$ cat config.mk
export PLATFORM = sky130hd
export DESIGN_NAME = rx_addr_filter
export DESIGN_NICKNAME = d
export VERILOG_FILES = /design/src/rtl/rxf_pkg.sv /design/src/rtl/rxf_cfg_regs.sv /design/src/rtl/rxf_hdr_capture.sv /design/src/rtl/rxf_decide.sv /design/src/rtl/rx_addr_filter.sv
export SDC_FILE = /design/constraint.sdc
export NUM_CORES = 1
export LEC_CHECK = 0
export ABC_AREA = 1
export CAP_MARGIN = 15
export CORE_MARGIN = 10
export CORE_UTILIZATION = 52
export DETAILED_ROUTE_END_ITERATION = 6
export PLACE_DENSITY_LB_ADDON = 0.2
export SLEW_MARGIN = 30
export SYNTH_ARGS = -nofsm -noshare
export SYNTH_HDL_FRONTEND = slang
export SYNTH_SLANG_ARGS = --single-unit
$ cat constraint.sdc
create_clock -name clk -period 2.3 [get_ports clk]
set_input_delay 0.575 -clock clk [delete_from_list [all_inputs] [get_ports clk]]
set_output_delay 0.575 -clock clk [all_outputs]
set_load 0.005 [all_outputs]
$ cat src/rtl/rxf_pkg.sv
package rxf_pkg;

  localparam int ETH_HDR_BYTES = 14;
  localparam int DST_BYTES     = 6;
  localparam int TYPE_POS      = 12;

  localparam logic [15:0] TPID_VLAN  = 16'h8100;
  localparam logic [15:0] TYPE_PAUSE = 16'h8808;
  localparam logic [47:0] DST_PAUSE  = 48'h0180_C200_0001;

  typedef struct packed {
    logic crc_pass;
    logic pause_pass;
    logic vlan_drop;
    logic bc_drop;
    logic mc_en;
    logic uc_en;
  } ctrl_t;

  localparam int CTRL_W = $bits(ctrl_t);

  typedef enum logic [2:0] {
    SEL_STN_HI = 3'd0,
    SEL_STN_LO = 3'd1,
    SEL_MC_HI  = 3'd2,
    SEL_MC_LO  = 3'd3,
    SEL_CTRL   = 3'd4
  } reg_sel_e;

endpackage

$ cat src/rtl/rxf_cfg_regs.sv
module rxf_cfg_regs
  import rxf_pkg::*;
#(
  parameter int DATA_W = 32
) (
  input  logic              clk,
  input  logic              rst_n,
  input  logic              wr_en,
  input  logic [2:0]        sel,
  input  logic [DATA_W-1:0] wdata,
  output logic [47:0]       station_addr,
  output logic [47:0]       mcast_addr,
  output ctrl_t             ctrl
);

  logic [15:0] stn_hi_q, mc_hi_q;
  logic [31:0] stn_lo_q, mc_lo_q;
  ctrl_t       ctrl_q;

  always_ff @(posedge clk or negedge rst_n) begin
    if (!rst_n) begin
      stn_hi_q <= '0;
      stn_lo_q <= '0;
      mc_hi_q  <= '0;
      mc_lo_q  <= '0;
      ctrl_q   <= '0;
    end else if (wr_en) begin
      case (reg_sel_e'(sel))
        SEL_STN_HI: stn_hi_q <= wdata[15:0];
        SEL_STN_LO: stn_lo_q <= wdata[31:0];
        SEL_MC_HI:  mc_hi_q  <= wdata[15:0];
        SEL_MC_LO:  mc_lo_q  <= wdata[31:0];
        SEL_CTRL:   ctrl_q   <= ctrl_t'(wdata[CTRL_W-1:0]);
        default: ;
      endcase
    end
  end

  assign station_addr = {stn_hi_q, stn_lo_q};
  assign mcast_addr   = {mc_hi_q, mc_lo_q};
  assign ctrl         = ctrl_q;

endmodule

$ cat src/rtl/rxf_hdr_capture.sv
module rxf_hdr_capture
  import rxf_pkg::*;
#(
  parameter int HDR_BYTES = ETH_HDR_BYTES,
  localparam int CNT_W    = $clog2(HDR_BYTES + 1)
) (
  input  logic             clk,
  input  logic             rst_n,
  input  logic             beat,
  input  logic             sof,
  input  logic             eof,
  input  logic [7:0]       data,
  output logic [47:0]      dst_nxt,
  output logic [15:0]      etype_nxt,
  output logic [CNT_W-1:0] cnt_nxt,
  output logic             frame_end
);

  logic [HDR_BYTES-1:0][7:0] hdr_q, hdr_nxt;
  logic [CNT_W-1:0]          cnt_q, cnt_base;
  logic                      in_frame_q, take;

  assign take     = beat && (sof || in_frame_q);
  assign cnt_base = sof ? '0 : cnt_q;

  for (genvar g = 0; g < HDR_BYTES; g++) begin : g_byte
    assign hdr_nxt[g] = (take && cnt_base == CNT_W'(g)) ? data : hdr_q[g];
  end

  always_comb begin
    cnt_nxt = cnt_q;
    if (take) begin
      if (cnt_base == CNT_W'(HDR_BYTES)) cnt_nxt = cnt_base;
      else                               cnt_nxt = cnt_base + 1'b1;
    end
  end

  always_ff @(posedge clk or negedge rst_n) begin
    if (!rst_n) begin
      hdr_q      <= '0;
      cnt_q      <= '0;
      in_frame_q <= 1'b0;
    end else begin
      hdr_q <= hdr_nxt;
      cnt_q <= cnt_nxt;
      if (take) in_frame_q <= !eof;
    end
  end

  for (genvar d = 0; d < DST_BYTES; d++) begin : g_dst
    assign dst_nxt[(DST_BYTES-1-d)*8 +: 8] = hdr_nxt[d];
  end

  assign etype_nxt = {hdr_nxt[TYPE_POS], hdr_nxt[TYPE_POS+1]};
  assign frame_end = take && eof;

endmodule

$ cat src/rtl/rxf_decide.sv
module rxf_decide
  import rxf_pkg::*;
#(
  parameter int HDR_BYTES = ETH_HDR_BYTES,
  localparam int CNT_W    = $clog2(HDR_BYTES + 1)
) (
  input  logic [47:0]      dst,
  input  logic [15:0]      etype,
  input  logic [CNT_W-1:0] byte_cnt,
  input  logic             crc_err,
  input  ctrl_t            ctrl,
  input  logic [47:0]      station_addr,
  input  logic [47:0]      mcast_addr,
  output logic             accept
);

  logic is_short, is_bc, is_mc, is_vlan, is_pause;

  assign is_short = byte_cnt < CNT_W'(HDR_BYTES);
  assign is_bc    = &dst;
  assign is_mc    = dst[40] && !is_bc;
  assign is_vlan  = etype == TPID_VLAN;
  assign is_pause = (etype == TYPE_PAUSE) && (dst == DST_PAUSE);

  always_comb begin
    if (is_short)                      accept = 1'b0;
    else if (crc_err && !ctrl.crc_pass) accept = 1'b0;
    else if (is_pause)                 accept = ctrl.pause_pass;
    else if (is_vlan && ctrl.vlan_drop) accept = 1'b0;
    else if (is_bc)                    accept = !ctrl.bc_drop;
    else if (is_mc)                    accept = !ctrl.mc_en || (dst == mcast_addr);
    else                               accept = !ctrl.uc_en || (dst == station_addr);
  end

endmodule

$ cat src/rtl/rx_addr_filter.sv
module rx_addr_filter
  import rxf_pkg::*;
#(
  parameter int HDR_BYTES = ETH_HDR_BYTES,
  parameter int CFG_W     = 32,
  localparam int CNT_W    = $clog2(HDR_BYTES + 1)
) (
  input  logic             clk,
  input  logic             rst_n,
  input  logic             cfg_wr_en,
  input  logic [2:0]       cfg_sel,
  input  logic [CFG_W-1:0] cfg_wdata,
  input  logic             in_valid,
  output logic             in_ready,
  input  logic [7:0]       in_data,
  input  logic             in_sof,
  input  logic             in_eof,
  input  logic             in_crc_err,
  output logic             vrd_valid,
  input  logic             vrd_ready,
  output logic             vrd_accept
);

  logic [47:0]      station_addr, mcast_addr, dst_nxt;
  logic [15:0]      etype_nxt;
  logic [CNT_W-1:0] cnt_nxt;
  ctrl_t            ctrl_q;
  logic             beat, frame_end, accept_nxt;
  logic             vrd_valid_q, vrd_accept_q;

  assign in_ready = !vrd_valid_q || vrd_ready;
  assign beat     = in_valid && in_ready;

  rxf_cfg_regs #(.DATA_W(CFG_W)) i_regs (
    .clk          (clk),
    .rst_n        (rst_n),
    .wr_en        (cfg_wr_en),
    .sel          (cfg_sel),
    .wdata        (cfg_wdata),
    .station_addr (station_addr),
    .mcast_addr   (mcast_addr),
    .ctrl         (ctrl_q)
  );

  rxf_hdr_capture #(.HDR_BYTES(HDR_BYTES)) i_capture (
    .clk       (clk),
    .rst_n     (rst_n),
    .beat      (beat),
    .sof       (in_sof),
    .eof       (in_eof),
    .data      (in_data),
    .dst_nxt   (dst_nxt),
    .etype_nxt (etype_nxt),
    .cnt_nxt   (cnt_nxt),
    .frame_end (frame_end)
  );

  rxf_decide #(.HDR_BYTES(HDR_BYTES)) i_decide (
    .dst          (dst_nxt),
    .etype        (etype_nxt),
    .byte_cnt     (cnt_nxt),
    .crc_err      (in_crc_err),
    .ctrl         (ctrl_q),
    .station_addr (station_addr),
    .mcast_addr   (mcast_addr),
    .accept       (accept_nxt)
  );

  always_ff @(posedge clk or negedge rst_n) begin
    if (!rst_n) begin
      vrd_valid_q  <= 1'b0;
      vrd_accept_q <= 1'b0;
    end else if (frame_end) begin
      vrd_valid_q  <= 1'b1;
      vrd_accept_q <= accept_nxt;
    end else if (vrd_ready) begin
      vrd_valid_q  <= 1'b0;
    end
  end

  assign vrd_valid  = vrd_valid_q;
  assign vrd_accept = vrd_accept_q;

endmodule

==> results of run 1 <==
-- placed cells by master (no fill, tap or decap), types with 4 or more instances in the layout --
cell | netlist | routed
inv_8 | 0 | 6
clkbuf_16 | 0 | 17
clkdlybuf4s50_1 | 0 | 49
nand2_2 | 10 | 63
nand4_1 | 18 | 18
buf_6 | 4 | 23
buf_16 | 0 | 4
nand3_2 | 3 | 18
buf_4 | 8 | 166
o21ai_1 | 5 | 5
buf_12 | 0 | 19
o21ai_0 | 117 | 117
nor2_2 | 2 | 14
inv_6 | 0 | 5
inv_2 | 1 | 11
nor2_4 | 4 | 11
nand3_4 | 2 | 16
nand3_1 | 174 | 145
nor2_1 | 59 | 40
nand2_4 | 1 | 21
dfrtp_1 | 173 | 172
buf_8 | 0 | 4
nor3_2 | 0 | 4
inv_1 | 241 | 230
nand2_1 | 545 | 471
nand3b_1 | 8 | 8
-- metal layers --
layer / global-route usage [%] / routed length (um) / up-vias
li1: - / - / 4930
met1: 37.3 / 14300 / 4887
met2: 45.5 / 16200 / 483
met3: 5.19 / 2880 / 113
met4: 12.3 / 1420 / 0
met5: 0 / 0 / -
-- state kept, by name, indices dropped and copies added, names as in the netlist --
| register | cells |
|---|---|
| i_regs.stn_hi_q | 16 |
| i_regs.ctrl | 6 |
| i_capture.in_frame_q | 1 |
| vrd_accept | 1 |
| i_regs.mc_hi_q | 16 |
| i_regs.mc_lo_q | 32 |
| i_regs.stn_lo_q | 32 |
| vrd_valid | 1 |
| i_capture.hdr_q | 64 |
| i_capture.cnt_q | 4 |
-- worst max path at each step --
stage	startpoint	endpoint	slack (ns)	cells past startpoint
CTS	in_sof	vrd_accept	-0.17	24
detailed placement	in_sof	vrd_accept	-1.00	23
global route	i_capture.cnt_q[0]	vrd_accept	-0.34	23
finish	i_capture.cnt_q[1]	vrd_accept	-0.19	19
global placement	in_sof	vrd_accept	-0.97	19
floorplan	vrd_ready	vrd_accept	0.002	17
-- through the flow --
step	setup TNS, ns	utilization (%)	area (sq um)
after floorplan	0	-	9840
after global placement	-2.78	64.1	11900
after detailed placement	-3.44	64.1	11900
after CTS	-0.166	72.3	13500
after global routing	-0.341	73.6	13700
final	-0.190	73.6	13700
-- cell type report --
| cell class | count | area, sq um |
|---|---|---|
| multi-input cells | 972 | 5010 |
| fillers | 1476 | 4920 |
| flip-flops and latches | 173 | 4330 |
| repair buffers | 268 | 2570 |
| inverters | 243 | 922 |
| clock buffers | 17 | 425 |
| well taps | 234 | 293 |
| clock inverters | 15 | 169 |
| diodes | 1 | 2.50 |
-- power groups by stage --
| stage | registers [W] | clock network, W | logic [W] |
|---|---|---|---|
| after floorplan | 0.00422 | 0 | 0.00300 |
| after global placement | 0.00435 | 0 | 0.00504 |
| after detailed placement | 0.00438 | 0 | 0.00514 |
| after CTS | 0.00434 | 0.00301 | 0.00588 |
| after global routing | 0.00445 | 0.00312 | 0.00692 |
| final | 0.00437 | 0.00299 | 0.00632 |
-- cells by family (layout without fill, tap and decap cells) --
family	count (synthesis)	count (layout)	share of synthesized area, %
DFF	173	173	44.2
and+or+nand+nor	841	842	37.0
AOI/OAI and AO/OA	128	128	6.79
adders and majority gates	1	1	0.128
buffers and inverters	286	543	11.9
xor gates and xnor gates	1	1	0.0894
other	0	1	0
-- what timing repair did --
item	4_1_cts	5_1_grt
setup buffers	20	8
hold buffers	0	0
cloned	7	1
gates resized for setup	173	51
pin swaps	68	41
endpoints found under the setup margin	2	1
==> flow_summary.toml, run 1 <==
[power]
p_sw_share_pct = 41.7
pwr-share-comb_pct = 46.2
p_leak_nw = 7.15
powerDensity_nw_per_um2 = 997
switchingPower_w = 0.00571
internal_power_w = 0.00797
power_w = 0.0137
ir_worst_vdd_mv = 0.618
p_clk_share_pct = 21.9
p_seq_share_pct = 31.9

[setup_path]
cp_num_buf_inv = 5
path_class = "flop to flop"
max_stage_delay_ns = 0.45
worstPathRequired_ns = 2.64
r2r_slack_ns = -0.19
rr_worst_depth = 19
cp.arrival_ns = 2.83
r2r_end = "vrd_accept"
cp-start-kind = "flop"
cp_slowest_cell = "dfrtp_2"
critical_path.endpoint_type = "flop"
crit_path_cell_trace = "buf_6, nand3_4, nor2_4, buf_12, buf_12, buf_4, nand3_4, nand2_4, inv_1, nand4_1, or2_0, nor2_2, nand3_2, nor2_1, nor2_1, nand2_1, nand2_1, nand2_1, nand2_1"
crit_top_cell = "nand2_1"
timing.rr.start = "i_capture.cnt_q[1]"
crit_family = "simple AND/OR/NAND/NOR gates"
crit_path_max_fanout = 7

[route]
wl_per_cell_um = 18.1
wl_mm = 34.8
drt_iter0_markers = 1152
drc = 0
vias = 10400
postRouteAntennaNets = 0
drt_first_pass_iters = 6
via_per_inst = 5.41

[die]
rows = 50
ioPinCount = 54
die_width_um = 157
fp.dieH_um = 157
design.die.area_sq_um = 24700
coreArea_sq_um = 18600
start_util_pct = 52.6

[global_route]
grt.overflow.total = 0
grt_max_degree = 65
grt_first_pass_wirelength_mm = 54.3
antenna_found_initial = 1
grt_pass1_vias = 10100
grt_use_total_pct = 28.6

[clock_network]
cts_buffer_depth = 2
cts.sink_count = 173
cts.clk_slew.worst_paths_ns = 0.08
cts-buffers-inserted = 17
htreeDepth = 4
clkLatencyLatePin_ns = 0.44
cts_tree = "done"
clock-root-buffer = "clkbuf_16"

[run]
cap_viol_max_count = 0

[finish]
drive_gt1_share_pct = 25.0
nets = 1727
final_cells = 1923
area_delta_synth_final_pct = 40.0

[sta]
rsz0062_at_grt = "true"
setup_viol = 1
holdWs_ns = 0.0601
finalMaxSlewViolations = 0
layout_setup_ws_ns = -0.190
worstMarginPinSlew_ns = 0.560
max_freq_mhz = 402
min_period_ns = 2.49
slew_headroom_pct = 62.6
hold_violations = 0
fin_skew_ns = 0.00818
period_share_pct = 108

[placed_design]
hpwlAfterDp_mm = 24.8
post-place-ws_ns = -1.00
routabilityCongestion = 1.01
dp.cells = 1854
portBuffers = 53

[yosys]
ys_seq_area_share_pct = 44.2
async_flop_share_pct = 100
synth_nets = 1482
yosys-top-cells-area = "dfrtp_1, nand2_1, inv_1"
ys_seq_elements = 173
synth_top_area_share_pct = 44.2
synth_edf_count = 0
synth_ff_type = "dfrtp_1"
synth_top_cell_by_area = "dfrtp_1"
synthCells = 1430
yosys_warnings = 0
synth_area_per_cell_sq_um = 6.86
netlist_area_sq_um = 9800
yosys-top-cells-count = "nand2_1, inv_1, nand3_1"
synth_most_common_cell = "nand2_1"
yosysUniqueCellTypes = 38

[run_status]
status = "complete, but fails checks"
violations = "setup timing"

[worst_hold_path]
min_path_type = "input port to asynchronous set/reset pin"
(Power assumes the default switching activity.)
==> inputs of run 2 (changes only) <==
CORE_MARGIN = 4   (was 10)
PLACE_DENSITY = 0.74   (was not set)
PLACE_DENSITY_LB_ADDON = not set   (was 0.2)
==> run 2 against run 1 <==
Effect of this change:
- the flow finishes with violations (DRC, setup timing)
- register-to-register slack worse by 0.03 ns
- first-iteration DRC count decreased by 16%
- utilization shrank 0.90 points
- worst hold slack improved by 0.44 ns
- final cell count down 1.1%
- clock power shrank 4%
- power down 3.8%
- die area decreased by 15%
- critical endpoint unchanged
- largest cell class unchanged
- largest power group unchanged
==> flow_summary.toml, run 2 (same netlist as run 1, synthesis figures left out) <==
[die]
die_width_um = 145
fp.dieH_um = 145
coreArea_sq_um = 18300
ioPinCount = 54
design.die.area_sq_um = 21100
rows = 49
start_util_pct = 53.7

[setup_path]
cp.arrival_ns = 2.85
crit_path_max_fanout = 11
crit_family = "simple AND/OR/NAND/NOR gates"
cp_num_buf_inv = 3
r2r_end = "vrd_accept"
crit_path_cell_trace = "buf_6, nand3_2, nor2_4, buf_12, nand2_8, nand2_4, nand2_2, inv_2, nand4_1, or2_1, nor2_2, nand3_2, nor2_1, nor2_1, nand2_1, nand2_1, nand2_1, nand2_1"
cp-start-kind = "flop"
rr_worst_depth = 18
timing.rr.start = "i_capture.cnt_q[1]"
r2r_slack_ns = -0.23
crit_top_cell = "nand2_1"
worstPathRequired_ns = 2.63
critical_path.endpoint_type = "flop"
cp_slowest_cell = "dfrtp_2"
max_stage_delay_ns = 0.42
crit_start = "i_capture.cnt_q[1]"
path_class = "flop to flop"

[finish]
fillers = 1434
layout_common_cells = "nand2_1, inv_1, dfrtp_1, buf_4, nand3_1"
fin_util_pct = 72.7
seq_area_sq_um = 4330
layout_commonest_cell = "nand2_1"
multi_input_area_sq_um = 4800
nets = 1712
insertedDiodeCount = 0
drive_gt1_share_pct = 22.9
regMostFlops = "i_capture.hdr_q"
area_delta_synth_final_pct = 35.5
final_cells = 1902
largest_reg_flops = 64
reg_top3 = "i_capture.hdr_q (64), i_regs.mc_lo_q (32), i_regs.stn_lo_q (32)"

[route]
wl_mm = 33.0
wl_per_cell_um = 17.4
via_per_inst = 5.33
postRouteAntennaNets = 0
drc = 2
vias = 10100
drt_first_pass_iters = 7
drt_iter0_markers = 971

[sta]
setup_viol = 1
min_period_ns = 2.53
rsz0062_at_grt = "true"
slew_headroom_pct = 69.9
fin_skew_ns = 0.0126
period_share_pct = 110
layout_setup_ws_ns = -0.225
hold_violations = 0
finalMaxSlewViolations = 0
worstMarginPinSlew_ns = 0.447
max_freq_mhz = 396
setup_tns_ns = -0.225

[global_route]
grt.overflow.total = 0
grt_max_degree = 68
grt_use_total_pct = 31.0
antenna_found_initial = 0
grt_first_pass_wirelength_mm = 51.7
grt_pass1_vias = 9489

[power]
p_seq_share_pct = 33.3
powerDensity_nw_per_um2 = 991
p_clk_share_pct = 21.8
ir_worst_vdd_mv = 0.633
pwr-share-comb_pct = 45.0
switchingPower_w = 0.00546
p_sw_share_pct = 41.5
internal_power_w = 0.00770
p_leak_nw = 7.04

[placed_design]
routabilityCongestion = 1.09
dp.cells = 1847
hpwlAfterDp_mm = 24.2
portBuffers = 53

[run_status]
status = "complete, but fails checks"
violations = "DRC, setup timing"

[clock_network]
cts_tree = "done"
clock-root-buffer = "clkbuf_16"
cts_buffer_depth = 2
htreeDepth = 4
cts.clk_slew.worst_paths_ns = 0.08
cts.sink_count = 173
clkLatencyLatePin_ns = 0.44
cts-buffers-inserted = 17

[worst_hold_path]
hp-start = "i_capture.hdr_q[103]"
whs_path_depth = 2
min_path_type = "flop to flop"
hold-path-endpoint = "i_capture.hdr_q[103]"

[run]
cap_viol_max_count = 0
[run 2: final cells by class]
type | instances | share of cell area (%)
clock inverters | 15 | 1.10
well taps | 229 | 2.16
flip-flops and latches | 173 | 32.6
inverters | 243 | 6.96
multi-input cells | 971 | 36.1
repair buffers | 254 | 17.9
clock buffers | 17 | 3.20
[run 2: metal layers]
layer  routed length [um]  global-route usage, %  vias to the layer above
met3                 2770                   7.73                      119
met4                 1540                   12.5                        0
met2                14900                   48.6                      419
li1                     -                      -                     4894
met5                    0                      0                        -
met1                13900                   41.6                     4700
[run 2: power by group through the flow]
stage               registers (W)  clock network, W  logic, W
floorplan                 0.00422                 0   0.00300
global placement          0.00437                 0   0.00501
detailed placement        0.00439                 0   0.00514
CTS                       0.00435           0.00287   0.00560
global route              0.00446           0.00302   0.00651
finish                    0.00438           0.00286   0.00592
[run 2: repair_timing]
| action | in CTS | in global routing |
|---|---|---|
| hold buffers | 1 | 0 |
| endpoints found under the setup margin | 2 | 1 |
| setup buffers | 16 | 3 |
| gates cloned | 2 | 1 |
| pin swaps | 41 | 39 |
| endpoints found under the hold margin | 10 | 0 |
| gates resized for setup | 115 | 48 |
[run 2: worst max-delay path by stage]
stage	end	slack [ns]	cells after the start
after floorplan	vrd_accept	0.002	17
after global placement	vrd_accept	-1.09	19
after detailed placement	vrd_accept	-1.13	26
after CTS	vrd_accept	-0.16	20
after global routing	vrd_accept	-0.39	23
final	vrd_accept	-0.23	18
[run 2: metrics by stage]
stage / cell area [sq um] / total power [W] / hold slack [ns] / setup WS (ns)
final: 13300 / 0.0132 / 0.504 / -0.225
after global placement: 12000 / 0.00938 / 0.455 / -1.09
after CTS: 13100 / 0.0128 / 0.506 / -0.156
after floorplan: 9840 / 0.00722 / 0.279 / 0.00229
after global routing: 13300 / 0.0140 / 0.516 / -0.386
after detailed placement: 12000 / 0.00953 / 0.461 / -1.13
[run 2: worst reg2reg max path, cell delays in order, from the launching register on]
cell and delay (ns):
dfrtp_2 0.42, buf_6 0.13, nand3_2 0.10, nor2_4 0.21, buf_12 0.15, nand2_8 0.09, nand2_4 0.09, nand2_2 0.07
inv_2 0.08, nand4_1 0.13, or2_1 0.29, nor2_2 0.17, nand3_2 0.10, nor2_1 0.11, nor2_1 0.05, nand2_1 0.06
nand2_1 0.06, nand2_1 0.06, nand2_1 0.05
